### src/rtl/tmr_pkg.sv
package tmr_pkg;
  localparam int CNT_W = 16;
  localparam int PRE_W = 10;

  // control word fields as held by a channel
  typedef struct packed {
    logic       pwm_low;
    logic       pwm_en;
    logic [2:0] div_sel;
    logic [2:0] src;
  } ch_ctrl_t;

  // global register byte addresses
  localparam int A_EN       = 'h10;
  localparam int A_EN_SET   = 'h14;
  localparam int A_EN_CLR   = 'h18;
  localparam int A_STOP     = 'h1C;
  localparam int A_STOP_SET = 'h2C;
  localparam int A_STOP_CLR = 'h3C;
  localparam int A_FLAG     = 'h20;
  localparam int A_FLAG_SET = 'h24;
  localparam int A_FLAG_CLR = 'h28;
  localparam int A_MASK     = 'h30;
  localparam int A_MASK_SET = 'h34;
  localparam int A_MASK_CLR = 'h38;
  localparam int CH_BASE    = 'h40;
  localparam int CH_STRIDE  = 'h10;

  // terminal divider value for a prescaler code: 4^code - 1, clamped at 1024
  function automatic logic [PRE_W-1:0] div_limit(input logic [2:0] sel);
    int s;
    s = (sel > 3'd5) ? 5 : int'(sel);
    return PRE_W'((32'd1 << (2 * s)) - 32'd1);
  endfunction
endpackage

### src/rtl/tmr_prescale.sv
module tmr_prescale #(
  parameter int PRE_W = tmr_pkg::PRE_W
) (
  input  logic             clk,
  input  logic             rst,
  input  logic             restart,
  input  logic             step,
  input  logic [PRE_W-1:0] limit,
  output logic             tick
);
  logic [PRE_W-1:0] pre_q;

  always_ff @(posedge clk) begin
    if (rst || restart)  pre_q <= '0;
    else if (step) begin
      if (pre_q == limit) pre_q <= '0;
      else                pre_q <= pre_q + 1'b1;
    end
  end

  assign tick = step && !restart && (pre_q == limit);

  // the divider never runs past the selected terminal value
  a_r4_within_limit: assert property (@(posedge clk) disable iff (rst)
    pre_q <= limit);
  // a restart leaves the divider at zero
  a_r12_restart_clears: assert property (@(posedge clk) disable iff (rst)
    restart |=> (pre_q == '0));
endmodule

### src/rtl/tmr_channel.sv
module tmr_channel
  import tmr_pkg::*;
#(
  parameter int CW    = tmr_pkg::CNT_W,
  parameter int PRE_W = tmr_pkg::PRE_W
) (
  input  logic          clk,
  input  logic          rst,
  input  logic          run,
  input  logic          rtc_tick,
  input  logic          ext_tick,
  input  logic [CW-1:0] wdata,
  input  ch_ctrl_t      ctrl_wdata,
  input  logic          we_full,
  input  logic          we_half,
  input  logic          we_cnt,
  input  logic          we_ctrl,
  output logic [CW-1:0] cnt_q,
  output logic [CW-1:0] full_q,
  output logic [CW-1:0] half_q,
  output ch_ctrl_t      ctrl_q,
  output logic          full_hit,
  output logic          half_hit,
  output logic          pwm_q
);
  logic src_pulse, step, restart, tick;

  assign src_pulse = ctrl_q.src[0] | (ctrl_q.src[1] & rtc_tick) | (ctrl_q.src[2] & ext_tick);
  assign step      = run & src_pulse;
  assign restart   = we_ctrl && (ctrl_wdata.div_sel != ctrl_q.div_sel);

  tmr_prescale #(.PRE_W(PRE_W)) u_pre (
    .clk     (clk),
    .rst     (rst),
    .restart (restart),
    .step    (step),
    .limit   (div_limit(ctrl_q.div_sel)),
    .tick    (tick)
  );

  assign full_hit = tick && (cnt_q == full_q);
  assign half_hit = tick && (cnt_q == half_q);

  always_ff @(posedge clk) begin
    if (rst) begin
      full_q <= '1;
      half_q <= '1;
      ctrl_q <= '0;
    end else begin
      if (we_full) full_q <= wdata;
      if (we_half) half_q <= wdata;
      if (we_ctrl) ctrl_q <= ctrl_wdata;
    end
  end

  always_ff @(posedge clk) begin
    if (rst)           cnt_q <= '0;
    else if (we_cnt)   cnt_q <= wdata;
    else if (tick)     cnt_q <= full_hit ? '0 : cnt_q + 1'b1;
  end

  always_ff @(posedge clk) begin
    if (rst)                pwm_q <= 1'b0;
    else if (ctrl_q.pwm_en) pwm_q <= (cnt_q < half_q) ^ ctrl_q.pwm_low;
    else                    pwm_q <= ctrl_q.pwm_low;
  end

  // no run and no load means the counter holds
  a_r3_hold_when_idle: assert property (@(posedge clk) disable iff (rst)
    (!run && !we_cnt) |=> $stable(cnt_q));
  // a period match wraps the counter to zero
  a_r6_wrap_to_zero: assert property (@(posedge clk) disable iff (rst)
    (full_hit && !we_cnt) |=> (cnt_q == '0));
  // a direct load wins over any tick
  a_r10_load_wins: assert property (@(posedge clk) disable iff (rst)
    we_cnt |=> (cnt_q == $past(wdata)));
endmodule

### src/rtl/tmr_unit.sv
module tmr_unit
  import tmr_pkg::*;
#(
  parameter int NUM_CH = 4,
  parameter int ADDR_W = 8
) (
  input  logic              clk,
  input  logic              rst,
  input  logic              rtc_tick,
  input  logic              ext_tick,
  input  logic              bus_wr,
  input  logic              bus_rd,
  input  logic [ADDR_W-1:0] bus_addr,
  input  logic [31:0]       bus_wdata,
  output logic [31:0]       bus_rdata,
  output logic              irq,
  output logic [NUM_CH-1:0] pwm_out
);
  localparam logic [31:0] CH_BITS   = 32'((64'd1 << NUM_CH) - 64'd1);
  localparam logic [31:0] FLAG_BITS = CH_BITS | (CH_BITS << 16);

  logic [31:0] en_q, stop_q, flag_q, mask_q, hit_vec;
  logic [31:0] rd_mux;
  logic        irq_q;

  logic [CNT_W-1:0] cnt_a  [NUM_CH];
  logic [CNT_W-1:0] full_a [NUM_CH];
  logic [CNT_W-1:0] half_a [NUM_CH];
  ch_ctrl_t         ctrl_a [NUM_CH];
  logic [NUM_CH-1:0] full_hit, half_hit, we_full, we_half, we_cnt, we_ctrl;
  ch_ctrl_t         ctrl_wd;

  function automatic logic hit_addr(input logic [ADDR_W-1:0] a, input int off);
    return a == ADDR_W'(off);
  endfunction

  function automatic logic [31:0] upd(input logic [31:0] cur, input logic [31:0] wd,
                                      input logic b, input logic s, input logic c);
    if (b) return wd;
    if (s) return cur | wd;
    if (c) return cur & ~wd;
    return cur;
  endfunction

  assign ctrl_wd = '{pwm_low: bus_wdata[8], pwm_en: bus_wdata[7],
                     div_sel: bus_wdata[5:3], src: bus_wdata[2:0]};

  // per-channel write decode
  always_comb begin
    for (int i = 0; i < NUM_CH; i++) begin
      we_full[i] = bus_wr && hit_addr(bus_addr, CH_BASE + CH_STRIDE * i + 'h0);
      we_half[i] = bus_wr && hit_addr(bus_addr, CH_BASE + CH_STRIDE * i + 'h4);
      we_cnt[i]  = bus_wr && hit_addr(bus_addr, CH_BASE + CH_STRIDE * i + 'h8);
      we_ctrl[i] = bus_wr && hit_addr(bus_addr, CH_BASE + CH_STRIDE * i + 'hC);
    end
  end

  for (genvar g = 0; g < NUM_CH; g++) begin : g_ch
    tmr_channel #(.CW(CNT_W), .PRE_W(PRE_W)) u_ch (
      .clk        (clk),
      .rst        (rst),
      .run        (en_q[g] & ~stop_q[g]),
      .rtc_tick   (rtc_tick),
      .ext_tick   (ext_tick),
      .wdata      (bus_wdata[CNT_W-1:0]),
      .ctrl_wdata (ctrl_wd),
      .we_full    (we_full[g]),
      .we_half    (we_half[g]),
      .we_cnt     (we_cnt[g]),
      .we_ctrl    (we_ctrl[g]),
      .cnt_q      (cnt_a[g]),
      .full_q     (full_a[g]),
      .half_q     (half_a[g]),
      .ctrl_q     (ctrl_a[g]),
      .full_hit   (full_hit[g]),
      .half_hit   (half_hit[g]),
      .pwm_q      (pwm_out[g])
    );
  end

  always_comb begin
    hit_vec = '0;
    for (int i = 0; i < NUM_CH; i++) begin
      hit_vec[i]      = full_hit[i];
      hit_vec[16 + i] = half_hit[i];
    end
  end

  // global registers with set/clear aliases; matches are ORed in last
  always_ff @(posedge clk) begin
    if (rst) begin
      en_q   <= '0;
      stop_q <= CH_BITS;
      flag_q <= '0;
      mask_q <= FLAG_BITS;
    end else begin
      en_q   <= CH_BITS & upd(en_q, bus_wdata, bus_wr && hit_addr(bus_addr, A_EN),
                   bus_wr && hit_addr(bus_addr, A_EN_SET), bus_wr && hit_addr(bus_addr, A_EN_CLR));
      stop_q <= CH_BITS & upd(stop_q, bus_wdata, bus_wr && hit_addr(bus_addr, A_STOP),
                   bus_wr && hit_addr(bus_addr, A_STOP_SET), bus_wr && hit_addr(bus_addr, A_STOP_CLR));
      mask_q <= FLAG_BITS & upd(mask_q, bus_wdata, bus_wr && hit_addr(bus_addr, A_MASK),
                   bus_wr && hit_addr(bus_addr, A_MASK_SET), bus_wr && hit_addr(bus_addr, A_MASK_CLR));
      flag_q <= (FLAG_BITS & upd(flag_q, bus_wdata, bus_wr && hit_addr(bus_addr, A_FLAG),
                   bus_wr && hit_addr(bus_addr, A_FLAG_SET), bus_wr && hit_addr(bus_addr, A_FLAG_CLR)))
                | hit_vec;
    end
  end

  always_ff @(posedge clk) begin
    if (rst) irq_q <= 1'b0;
    else     irq_q <= |(flag_q & ~mask_q);
  end
  assign irq = irq_q;

  // read mux
  always_comb begin
    rd_mux = '0;
    if (hit_addr(bus_addr, A_EN))   rd_mux = en_q;
    if (hit_addr(bus_addr, A_STOP)) rd_mux = stop_q;
    if (hit_addr(bus_addr, A_FLAG)) rd_mux = flag_q;
    if (hit_addr(bus_addr, A_MASK)) rd_mux = mask_q;
    for (int i = 0; i < NUM_CH; i++) begin
      if (hit_addr(bus_addr, CH_BASE + CH_STRIDE * i + 'h0)) rd_mux = 32'(full_a[i]);
      if (hit_addr(bus_addr, CH_BASE + CH_STRIDE * i + 'h4)) rd_mux = 32'(half_a[i]);
      if (hit_addr(bus_addr, CH_BASE + CH_STRIDE * i + 'h8)) rd_mux = 32'(cnt_a[i]);
      if (hit_addr(bus_addr, CH_BASE + CH_STRIDE * i + 'hC))
        rd_mux = {23'd0, ctrl_a[i].pwm_low, ctrl_a[i].pwm_en, 1'b0,
                  ctrl_a[i].div_sel, ctrl_a[i].src};
    end
  end

  always_ff @(posedge clk) begin
    if (rst)         bus_rdata <= '0;
    else if (bus_rd) bus_rdata <= rd_mux;
  end

  // a match leaves its flag set on the following cycle, even under a clear
  a_r9_match_sticks: assert property (@(posedge clk) disable iff (rst)
    (|hit_vec) |=> ((flag_q & $past(hit_vec)) == $past(hit_vec)));
  // with nothing pending and unmasked, irq drops next cycle
  a_r8_irq_quiet: assert property (@(posedge clk) disable iff (rst)
    ((flag_q & ~mask_q) == '0) |=> !irq);
  // a set-alias write leaves every written 1 bit set
  a_r2_set_alias: assert property (@(posedge clk) disable iff (rst)
    (bus_wr && hit_addr(bus_addr, A_EN_SET))
      |=> ((en_q & $past(bus_wdata & CH_BITS)) == $past(bus_wdata & CH_BITS)));
  // read data only moves on a read strobe
  a_r13_rdata_hold: assert property (@(posedge clk) disable iff (rst)
    !bus_rd |=> $stable(bus_rdata));
endmodule

### config.mk
export PLATFORM = sky130hd
export DESIGN_NAME = tmr_unit
export DESIGN_NICKNAME = d
export VERILOG_FILES = /design/src/rtl/tmr_pkg.sv /design/src/rtl/tmr_prescale.sv /design/src/rtl/tmr_channel.sv /design/src/rtl/tmr_unit.sv
export SDC_FILE = /design/constraint.sdc
export NUM_CORES = 1
export LEC_CHECK = 0
export ABC_CLOCK_PERIOD_IN_PS = 6900
export CAP_MARGIN = 20
export CELL_PAD_IN_SITES_DETAIL_PLACEMENT = 1
export CELL_PAD_IN_SITES_GLOBAL_PLACEMENT = 2
export CORE_MARGIN = 2
export CORE_UTILIZATION = 41
export DETAILED_ROUTE_END_ITERATION = 7
export PLACE_DENSITY = 0.83
export SKIP_CTS_REPAIR_TIMING = 1
export SLEW_MARGIN = 10
export SYNTH_ARGS = -nofsm -noshare
export SYNTH_HDL_FRONTEND = slang
export SYNTH_SLANG_ARGS = --single-unit
### constraint.sdc
create_clock -name clk -period 6.9 [get_ports clk]
set_input_delay 1.38 -clock clk [delete_from_list [all_inputs] [get_ports clk]]
set_output_delay 1.38 -clock clk [all_outputs]
set_load 0.02 [all_outputs]
==> impl_metrics.json, run 1 <==
{
  "pin_count": 83,
  "startpoint_type": "input port",
  "period_needed_ns": 4.43,
  "grt_start_max_net_pins": 146,
  "cts_tree": "yes",
  "num_rows": 80,
  "drive_gt1_share_pct": 7.22,
  "fin_tns_setup_ns": 0,
  "start_util_pct": 41.6,
  "die_x_um": 224,
  "status": "completed",
  "grt_pass1_vias": 19800,
  "yosys_most_used_dff": "dfxtp_1",
  "critPathRequiredTime_ns": 7.36,
  "hold_end": "bus_rdata[6]",
  "clock_skew_ns": 0.0206,
  "grt_setup_unrepaired": "no",
  "reg2reg_depth": 7,
  "netlist_area_um2": 19900,
  "post_drt_wl_per_cell_um": 26.1,
  "dr.pass1.iters": 6,
  "grt_pass1_wl_um": 121000,
  "crit_fanout": 13,
  "synthArstFlopShare_pct": 0,
  "place.gp.congestion": 0.978,
  "clk_latency_ns": 0.57,
  "hp-start": "bus_rdata[6]",
  "p_per_area_nw_per_um2": 191,
  "crit_path_max_incr_delay_ns": 0.73,
  "final_cell_area_um2": 22100,
  "path_delay_family": "simple AND/OR/NAND/NOR gates",
  "drc_errors": 0,
  "fill_cells": 5754,
  "ys_seq_area_share_pct": 31.5,
  "cts_max_level": 2,
  "timing.critical_path.depth": 8,
  "finalSetupViolCount": 0,
  "clk_transition_reported_paths_ns": 0.05,
  "dpl.hpwl_um": 55900,
  "yosys.cell_types.count": 91,
  "postPlaceCellArea_um2": 20800,
  "final_cell_mix": "dfxtp_1, nor2_1, nand2_1",
  "drt-vias-per-instance": 6.31,
  "portBuffers": 58,
  "syn_avg_cell_area_um2": 8.04,
  "crit_chain": "clkdlybuf4s50_1 -> a221oi_1 -> nor3b_2 -> nor4b_2 -> nand3_1 -> buf_4 -> or3b_2 -> a311oi_1",
  "synth_edf_count": 0,
  "dr.first_iter.drc_count": 1571,
  "slew-limit-headroom_pct": 20.9,
  "hold_depth": 2,
  "rrSetupSlack_ns": 3.35,
  "coreArea_um2": 47800,
  "die_height_um": 224,
  "critical_path_buf_inv_count": 2,
  "cp-startpoint": "rtc_tick",
  "maxCapViolCount": 0,
  "r2r_start": "g_ch[2].u_ch.ctrl_q[5]",
  "clock-sinks": 313,
  "ys_ff_latch": 313,
  "num_vias": 19400,
  "clock_path_buffers": 3,
  "regToRegEndpoint": "g_ch[2].u_ch.u_pre.pre_q[8]",
  "instances_no_fill": 3068,
  "cp_slowest_cell": "clkdlybuf4s50_1",
  "ant_nets": 0,
  "track_usage_pct": 31.5,
  "grt_remaining_overflow": 0,
  "report.final.slew_viol_count": 0,
  "ys.warnings.count": 0,
  "power.leakage_uw": 0.00848,
  "hold_violations": 0,
  "place_inst": 2995,
  "hp-class": "reg2reg",
  "setup.worst_path.class": "in2reg",
  "netlist_instances": 2472,
  "diodes": 0,
  "layout_commonest_cell": "dfxtp_1",
  "wirelength_um": 80100,
  "antenna_found_initial": 4,
  "tightest_slew_ns": 1.18,
  "syn2layout_area_growth_pct": 11.0,
  "layout.nets": 2547,
  "crit_path_end_kind": "register",
  "period_share_pct": 64.3,
  "fmax_mhz": 225,
  "vdd_ir_drop_max_mv": 0.136,
  "clock-root-buffer": "clkbuf_16",
  "cts_made_buffers": 40,
  "dieArea_um2": 50300,
  "critPathArrivalTime_ns": 4.90
}
## per-layer routing
| layer | GRT usage (%) | share of wire, % | up-vias | routed length, um |
|---|---|---|---|---|
| met5 | 0 | 0 | - | 0 |
| met4 | 13.1 | 4.3 | 0 | 3430 |
| met3 | 5.59 | 6.7 | 200 | 5330 |
| met2 | 52.1 | 47 | 655 | 37400 |
| met1 | 40.5 | 42 | 9650 | 33900 |
| li1 | - | - | 8866 | - |
## cells by family (layout without fill, tap and decap cells)
family | count (synthesis) | in the layout | share of synthesized area [%]
adders and majority gates | 76 | 76 | 4.78
AOI/OAI and AO/OA | 612 | 612 | 21.6
buffers and inverters | 309 | 279 | 6.54
muxes | 85 | 85 | 4.86
and+or+nand+nor | 944 | 944 | 24.9
other | 1 | 12 | 0.0189
DFF | 313 | 313 | 31.5
xor gates and xnor gates | 132 | 132 | 5.81
## per-stage QoR
step,utilization [%],hold slack [ns],setup WS [ns],power [uW]
final,46.2,0.464,2.47,4220
after detailed placement,43.5,0.460,1.95,2190
after floorplan,-,0.441,3.65,2050
after global routing,46.2,0.491,2.29,4340
after global placement,43.5,0.444,2.08,2180
after CTS,46.1,0.473,2.53,4250
## how the worst max path moves through the flow
stage                                   to  slack (ns)
finish               g_ch[1].u_ch.cnt_q[1]        2.47
global route         g_ch[1].u_ch.cnt_q[1]        2.29
CTS                  g_ch[1].u_ch.cnt_q[1]        2.53
detailed placement   g_ch[1].u_ch.cnt_q[1]        1.95
global placement     g_ch[1].u_ch.cnt_q[1]        2.08
floorplan           g_ch[0].u_ch.cnt_q[12]        3.65
## power breakdown
group | internal (uW) | switching, uW | total, uW
logic | 92.8 | 228 | 321
registers | 1820 | 17.1 | 1830
clock network | 1210 | 857 | 2070
## registers in the layout (all words and copies together), names as in the netlist, named ones only
register	count
stop_q	4
g_ch.u_ch.ctrl_q	32
flag_q	8
en_q	4
irq	1
g_ch.u_ch.half_q	64
g_ch.u_ch.full_q	64
g_ch.u_ch.pwm_q	4
g_ch.u_ch.u_pre.pre_q	40
bus_rdata	20
g_ch.u_ch.cnt_q	64
## layout make-up
class / count / area (um2) / area share (%)
clock buffer: 62 / 1180 / 5.37
clock inverter: 8 / 65.1 / 0.295
inverter: 99 / 372 / 1.68
multi-input combinational: 1861 / 12400 / 56.3
sequential: 313 / 6270 / 28.4
tap: 615 / 769 / 3.48
timing repair buffer: 110 / 996 / 4.51
## synth_stat cells (70+ instances only)
library cell,instances,area [um2]
a21oi_1,78,390
ha_1,76,951
and3_1,87,544
clkbuf_1,146,548
nor2_1,258,968
a211o_1,105,920
xor2_1,70,613
o21ai_0,149,746
dfxtp_1,313,6270
nand2_1,199,747
nand3_1,85,425
inv_1,99,372
## worst register-to-register path: stages (launching register included)
cell and delay [ns]:
dfxtp_1 0.50, or3_4 0.45, ha_1 0.22, or2_2 0.28, mux2i_2 0.64, nand2_1 0.53, nand3b_1 0.65, nor2_1 0.14
Note: power is estimated with default switching activity, not from simulation.
==> run 2, diff against run 1 <==
- ABC_CLOCK_PERIOD_IN_PS: 6900 -> 4270
- CORE_UTILIZATION: 41 -> 38
- PLACE_DENSITY: 0.83 -> 0.78
- clock period: 6.9 -> 4.27 ns (I/O delays scaled with it)
==> run 2 against run 1 <==
  * Sequential power up 61%
  * Critical path depth grew 1
  * Sequential cell count stayed put
  * Utilization decreased by 2.1 points
  * Global-route usage decreased by 1.0 points
  * First-iteration DRC count decreased by 3.1%
  * Critical path type unchanged
  * Largest power group unchanged
==> impl_metrics.json, run 2 (synthesized netlist as in run 1, its figures left out) <==
{
  "hold_violations": 0,
  "clk_latency_ns": 0.58,
  "setup.worst_path.class": "in2reg",
  "clock-root-buffer": "clkbuf_16",
  "period_needed_ns": 3.43,
  "postPlaceCellArea_um2": 21300,
  "dpl.hpwl_um": 60600,
  "die_height_um": 233,
  "tightest_slew_ns": 1.23,
  "dr.pass1.iters": 5,
  "final_cell_mix": "dfxtp_1, nor2_1, nand2_1",
  "coreArea_um2": 51500,
  "critPathArrivalTime_ns": 3.92,
  "layout_commonest_cell": "dfxtp_1",
  "largest_registers": "g_ch.u_ch.cnt_q (64), g_ch.u_ch.full_q (64), g_ch.u_ch.half_q (64)",
  "maxCapViolCount": 0,
  "hp-class": "reg2reg",
  "clk_transition_reported_paths_ns": 0.06,
  "track_usage_pct": 30.5,
  "cts_tree": "yes",
  "clkPwrFrac_pct": 50.4,
  "num_rows": 83,
  "drt-vias-per-instance": 6.10,
  "crit_fanout": 24,
  "syn2layout_area_growth_pct": 14.2,
  "report.final.slew_viol_count": 0,
  "clock_path_buffers": 3,
  "num_vias": 19500,
  "fin_tns_setup_ns": 0,
  "dieArea_um2": 54200,
  "netSwitchingPower_uw": 1840,
  "finalSetupViolCount": 0,
  "drc_errors": 0,
  "portBuffers": 58,
  "pin_count": 83,
  "critPathRequiredTime_ns": 4.76,
  "status": "completed",
  "cts_max_level": 2,
  "grt_setup_unrepaired": "no",
  "ant_nets": 0,
  "grt_remaining_overflow": 0,
  "start_util_pct": 38.6,
  "use_met3_pct": 4.36,
  "grt_start_max_net_pins": 77,
  "fmax_mhz": 292,
  "crit_path_end_kind": "register",
  "grt_pass1_vias": 20000,
  "grt_util_met1_pct": 38.6,
  "dr.first_iter.drc_count": 1523,
  "p_comb_share_pct": 8.0,
  "grt_pass1_wl_um": 125000,
  "slew-limit-headroom_pct": 18.0,
  "clock-sinks": 313,
  "final_cell_area_um2": 22700,
  "period_share_pct": 80.3,
  "p_per_area_nw_per_um2": 312,
  "cts_made_buffers": 40,
  "startpoint_type": "input port",
  "post_drt_wl_per_cell_um": 26.1,
  "p_int_uw": 5250,
  "grt-busiest-layer": "met2",
  "diodes": 0,
  "drive_gt1_share_pct": 9.55,
  "met2_usage_pct": 52.5,
  "wirelength_um": 83200,
  "layout.nets": 2605,
  "clock_skew_ns": 0.0166,
  "antenna_found_initial": 4,
  "power.leakage_uw": 0.00881,
  "place.gp.congestion": 1.03,
  "switching_share_pct": 26.0,
  "seqPwrFrac_pct": 41.6,
  "vdd_ir_drop_max_mv": 0.345,
  "die_x_um": 233
}
run 2: cell count changes in the layout (fill, tap and decap cells not counted), sizes merged:
cell      delta
buf         +59
clkbuf       -5
bufinv       +3
inv          +3
clkinv       -2
clkinvlp     +1
run 2: power groups by stage:
stage	logic (uW)	registers, uW	clock network, uW
after floorplan	299	3010	0
after global placement	546	3020	0
after detailed placement	550	3020	0
after CTS	553	2950	3630
after global routing	589	2950	3740
final	564	2950	3580
run 2: path summary, 6_finish.rpt:
| check | slack [ns] | end | from | cells after the start |
|---|---|---|---|---|
| min reg2reg | 0.46 | bus_rdata[15] | bus_rdata[15] | 2 |
| min | 0.46 | bus_rdata[15] | bus_rdata[15] | 2 |
| max reg2reg | 0.87 | flag_q[18] | g_ch[2].u_ch.ctrl_q[3] | 7 |
| max | 0.84 | bus_rdata[10] | bus_addr[4] | 9 |
run 2: area by class of cell:
cell class                 instances  area, um2
clock buffer                      58       1170
clock inverter                    13        183
fill                            6104      28800
inverter                          99        372
multi-input combinational       1861      12400
sequential                       313       6270
tap                              680        851
timing repair buffer             168       1430
run 2: metal layers:
metal / share of wire (%) / wire length, um
met4: 3.5 / 2910
met2: 48 / 40100
met1: 43 / 36200
met3: 4.9 / 4070
met5: 0.014 / 12
run 2: per-stage QoR:
| step | hold slack, ns | cells | power, uW | setup slack [ns] | utilization [%] |
|---|---|---|---|---|---|
| after floorplan | 0.441 | 2483 | 3310 | 1.55 | - |
| after global placement | 0.445 | 3119 | 3560 | 0.474 | 41.4 |
| after detailed placement | 0.453 | 3120 | 3570 | 0.428 | 41.4 |
| after CTS | 0.468 | 3191 | 7140 | 0.855 | 44.0 |
| after global routing | 0.491 | 3192 | 7290 | 0.771 | 44.1 |
| final | 0.464 | 3192 | 7090 | 0.843 | 44.1 |
run 2: critical path: stages:
cell and delay, ns:
clkdlybuf4s50_1 0.62, buf_4 0.30, nor4b_2 0.29, buf_4 0.30, nand2_1 0.34, o22ai_1 0.62, a22oi_1 0.24, a2bb2oi_1 0.19
o21ai_0 0.16
==> run 3, diff against run 2 <==
- ABC_CLOCK_PERIOD_IN_PS: 4270 -> 3400
- clock period: 4.27 -> 3.4 ns (I/O delays scaled with it)
==> run 3 against run 2 <==
  * Critical path depth unchanged
  * Register-to-register slack worse by 0.47 ns
  * Global-route usage rose by 1.1 points
  * Setup slack worse by 0.45 ns
  * Sequential power rose by 26%
  * Design area grew 2.9%
  * Combinational power grew 35%
  * Cell count grew 2.4%
==> impl_metrics.json, run 3 (synthesized netlist as in run 1, its figures left out) <==
{
  "setup.worst_path.class": "reg2reg",
  "slew-limit-headroom_pct": 20.7,
  "cp_slowest_cell": "nand3b_1",
  "regToRegEndpoint": "g_ch[3].u_ch.cnt_q[9]",
  "grt_setup_unrepaired": "no",
  "grt_pass1_vias": 20500,
  "maxCapViolCount": 0,
  "fin_ws_ns": 0.397,
  "portBuffers": 58,
  "cts_tree": "yes",
  "die_x_um": 233,
  "path_delay_family": "simple AND/OR/NAND/NOR gates",
  "power.leakage_uw": 0.00922,
  "fill_cells": 6164,
  "drt-vias-per-instance": 6.13,
  "post_drt_wl_per_cell_um": 26.4,
  "place.gp.congestion": 0.986,
  "tightest_slew_ns": 1.19,
  "track_usage_pct": 31.6,
  "reg2reg_depth": 9,
  "final_cell_area_um2": 23400,
  "dr.pass1.iters": 5,
  "timing.critical_path.depth": 9,
  "coreArea_um2": 51500,
  "place_inst": 3195,
  "start_util_pct": 38.6,
  "grt_pass1_wl_um": 129000,
  "final_cell_mix": "dfxtp_1, nor2_1, nand2_1",
  "antenna_found_initial": 6,
  "multiInputGateArea_um2": 12400,
  "vdd_ir_drop_max_mv": 0.340,
  "crit_fanout": 9,
  "cts_max_level": 2,
  "regArea_um2": 6270,
  "clock-sinks": 313,
  "ant_nets": 0,
  "dr.first_iter.drc_count": 1430,
  "critPathRequiredTime_ns": 3.90,
  "clock_skew_ns": 0.0206,
  "clock-root-buffer": "clkbuf_16",
  "dpl.hpwl_um": 62700,
  "hold_violations": 0,
  "hp-class": "reg2reg",
  "rrSetupSlack_ns": 0.40,
  "status": "completed",
  "path_common_cell": "or3_1",
  "critical_path_buf_inv_count": 1,
  "layout.nets": 2680,
  "report.final.slew_viol_count": 0,
  "num_vias": 20000,
  "endpoint": "g_ch[3].u_ch.cnt_q[9]",
  "p_per_area_nw_per_um2": 383,
  "largest_registers": "g_ch.u_ch.cnt_q (64), g_ch.u_ch.full_q (64), g_ch.u_ch.half_q (64)",
  "dieArea_um2": 54200,
  "startpoint_type": "register",
  "crit_path_max_incr_delay_ns": 0.46,
  "r2r_start": "g_ch[3].u_ch.ctrl_q[3]",
  "cp-startpoint": "g_ch[3].u_ch.ctrl_q[3]",
  "pin_count": 83,
  "layout_commonest_cell": "dfxtp_1",
  "drive_gt1_share_pct": 12.2,
  "postPlaceCellArea_um2": 22000,
  "clk_transition_reported_paths_ns": 0.06,
  "grt_remaining_overflow": 0,
  "drc_errors": 0,
  "die_height_um": 233,
  "num_rows": 83,
  "clk_latency_ns": 0.57,
  "cts_made_buffers": 40,
  "period_needed_ns": 3.00,
  "wirelength_um": 86200,
  "fmax_mhz": 333,
  "period_share_pct": 88.3,
  "clock_path_buffers": 3,
  "instances_no_fill": 3269,
  "crit_chain": "or3_1 -> ha_1 -> xnor2_1 -> a211oi_1 -> o2111ai_1 -> nand3b_1 -> buf_4 -> or3_1 -> nand3_1",
  "grt_start_max_net_pins": 58,
  "dp_slack_ns": -0.0347,
  "finalSetupViolCount": 0,
  "syn2layout_area_growth_pct": 17.5,
  "critPathArrivalTime_ns": 3.51,
  "crit_path_end_kind": "register"
}
## run 3: cell types whose count changed in the layout (fill, tap and decap cells not counted), moves of 2 or more
cell	delta
buf_12	+7
clkinv_2	+2
inv_6	-3
buf_4	+68
clkbuf_8	+2
## run 3: layer usage
metal	GRT usage [%]	wire length, um
met1	40.4	36500
met2	52.9	40800
met4	14.1	3920
met3	4.09	4900
met5	0	0
## run 3: worst register-to-register path, stage by stage (launching register included)
cell and delay [ns]:
dfxtp_1 0.41, or3_1 0.45, ha_1 0.33, xnor2_1 0.13
a211oi_1 0.26, o2111ai_1 0.19, nand3b_1 0.46, buf_4 0.30
or3_1 0.34, nand3_1 0.08
## run 3: cell type report
class / instances / area share [%]
inverter: 99 / 1.59
clock buffer: 60 / 5.12
tap: 680 / 3.64
clock inverter: 12 / 0.707
timing repair buffer: 243 / 8.91
multi-input combinational: 1861 / 53.2
sequential: 313 / 26.8
antenna: 1 / 0.0107
## run 3: worst min path at each step
stage | startpoint | end | cells after the start
4_1_cts | bus_rdata[9] | bus_rdata[9] | 2
3_3_place_gp | bus_rdata[11] | bus_rdata[11] | 2
6_report | bus_rdata[9] | bus_rdata[9] | 2
2_1_floorplan | g_ch[3].u_ch.half_q[10] | g_ch[3].u_ch.half_q[10] | 2
3_5_place_dp | bus_rdata[9] | bus_rdata[9] | 2
5_1_grt | bus_rdata[10] | bus_rdata[10] | 2
## run 3: per-stage QoR
| stage | TNS [ns] | util [%] | power (uW) | hold WS (ns) |
|---|---|---|---|---|
| finish | 0 | 45.4 | 8950 | 0.462 |
| global route | 0 | 45.4 | 9190 | 0.488 |
| CTS | 0 | 45.3 | 9010 | 0.468 |
| detailed placement | -0.0347 | 42.7 | 4530 | 0.454 |
| global placement | -0.0211 | 42.7 | 4520 | 0.443 |
| floorplan | 0 | - | 4150 | 0.441 |
## run 3: power breakdown
group	internal [uW]	switching, uW	leakage [uW]
clock network	2730	1750	0.000668
logic	242	516	0.00602
registers	3680	20.4	0.00253
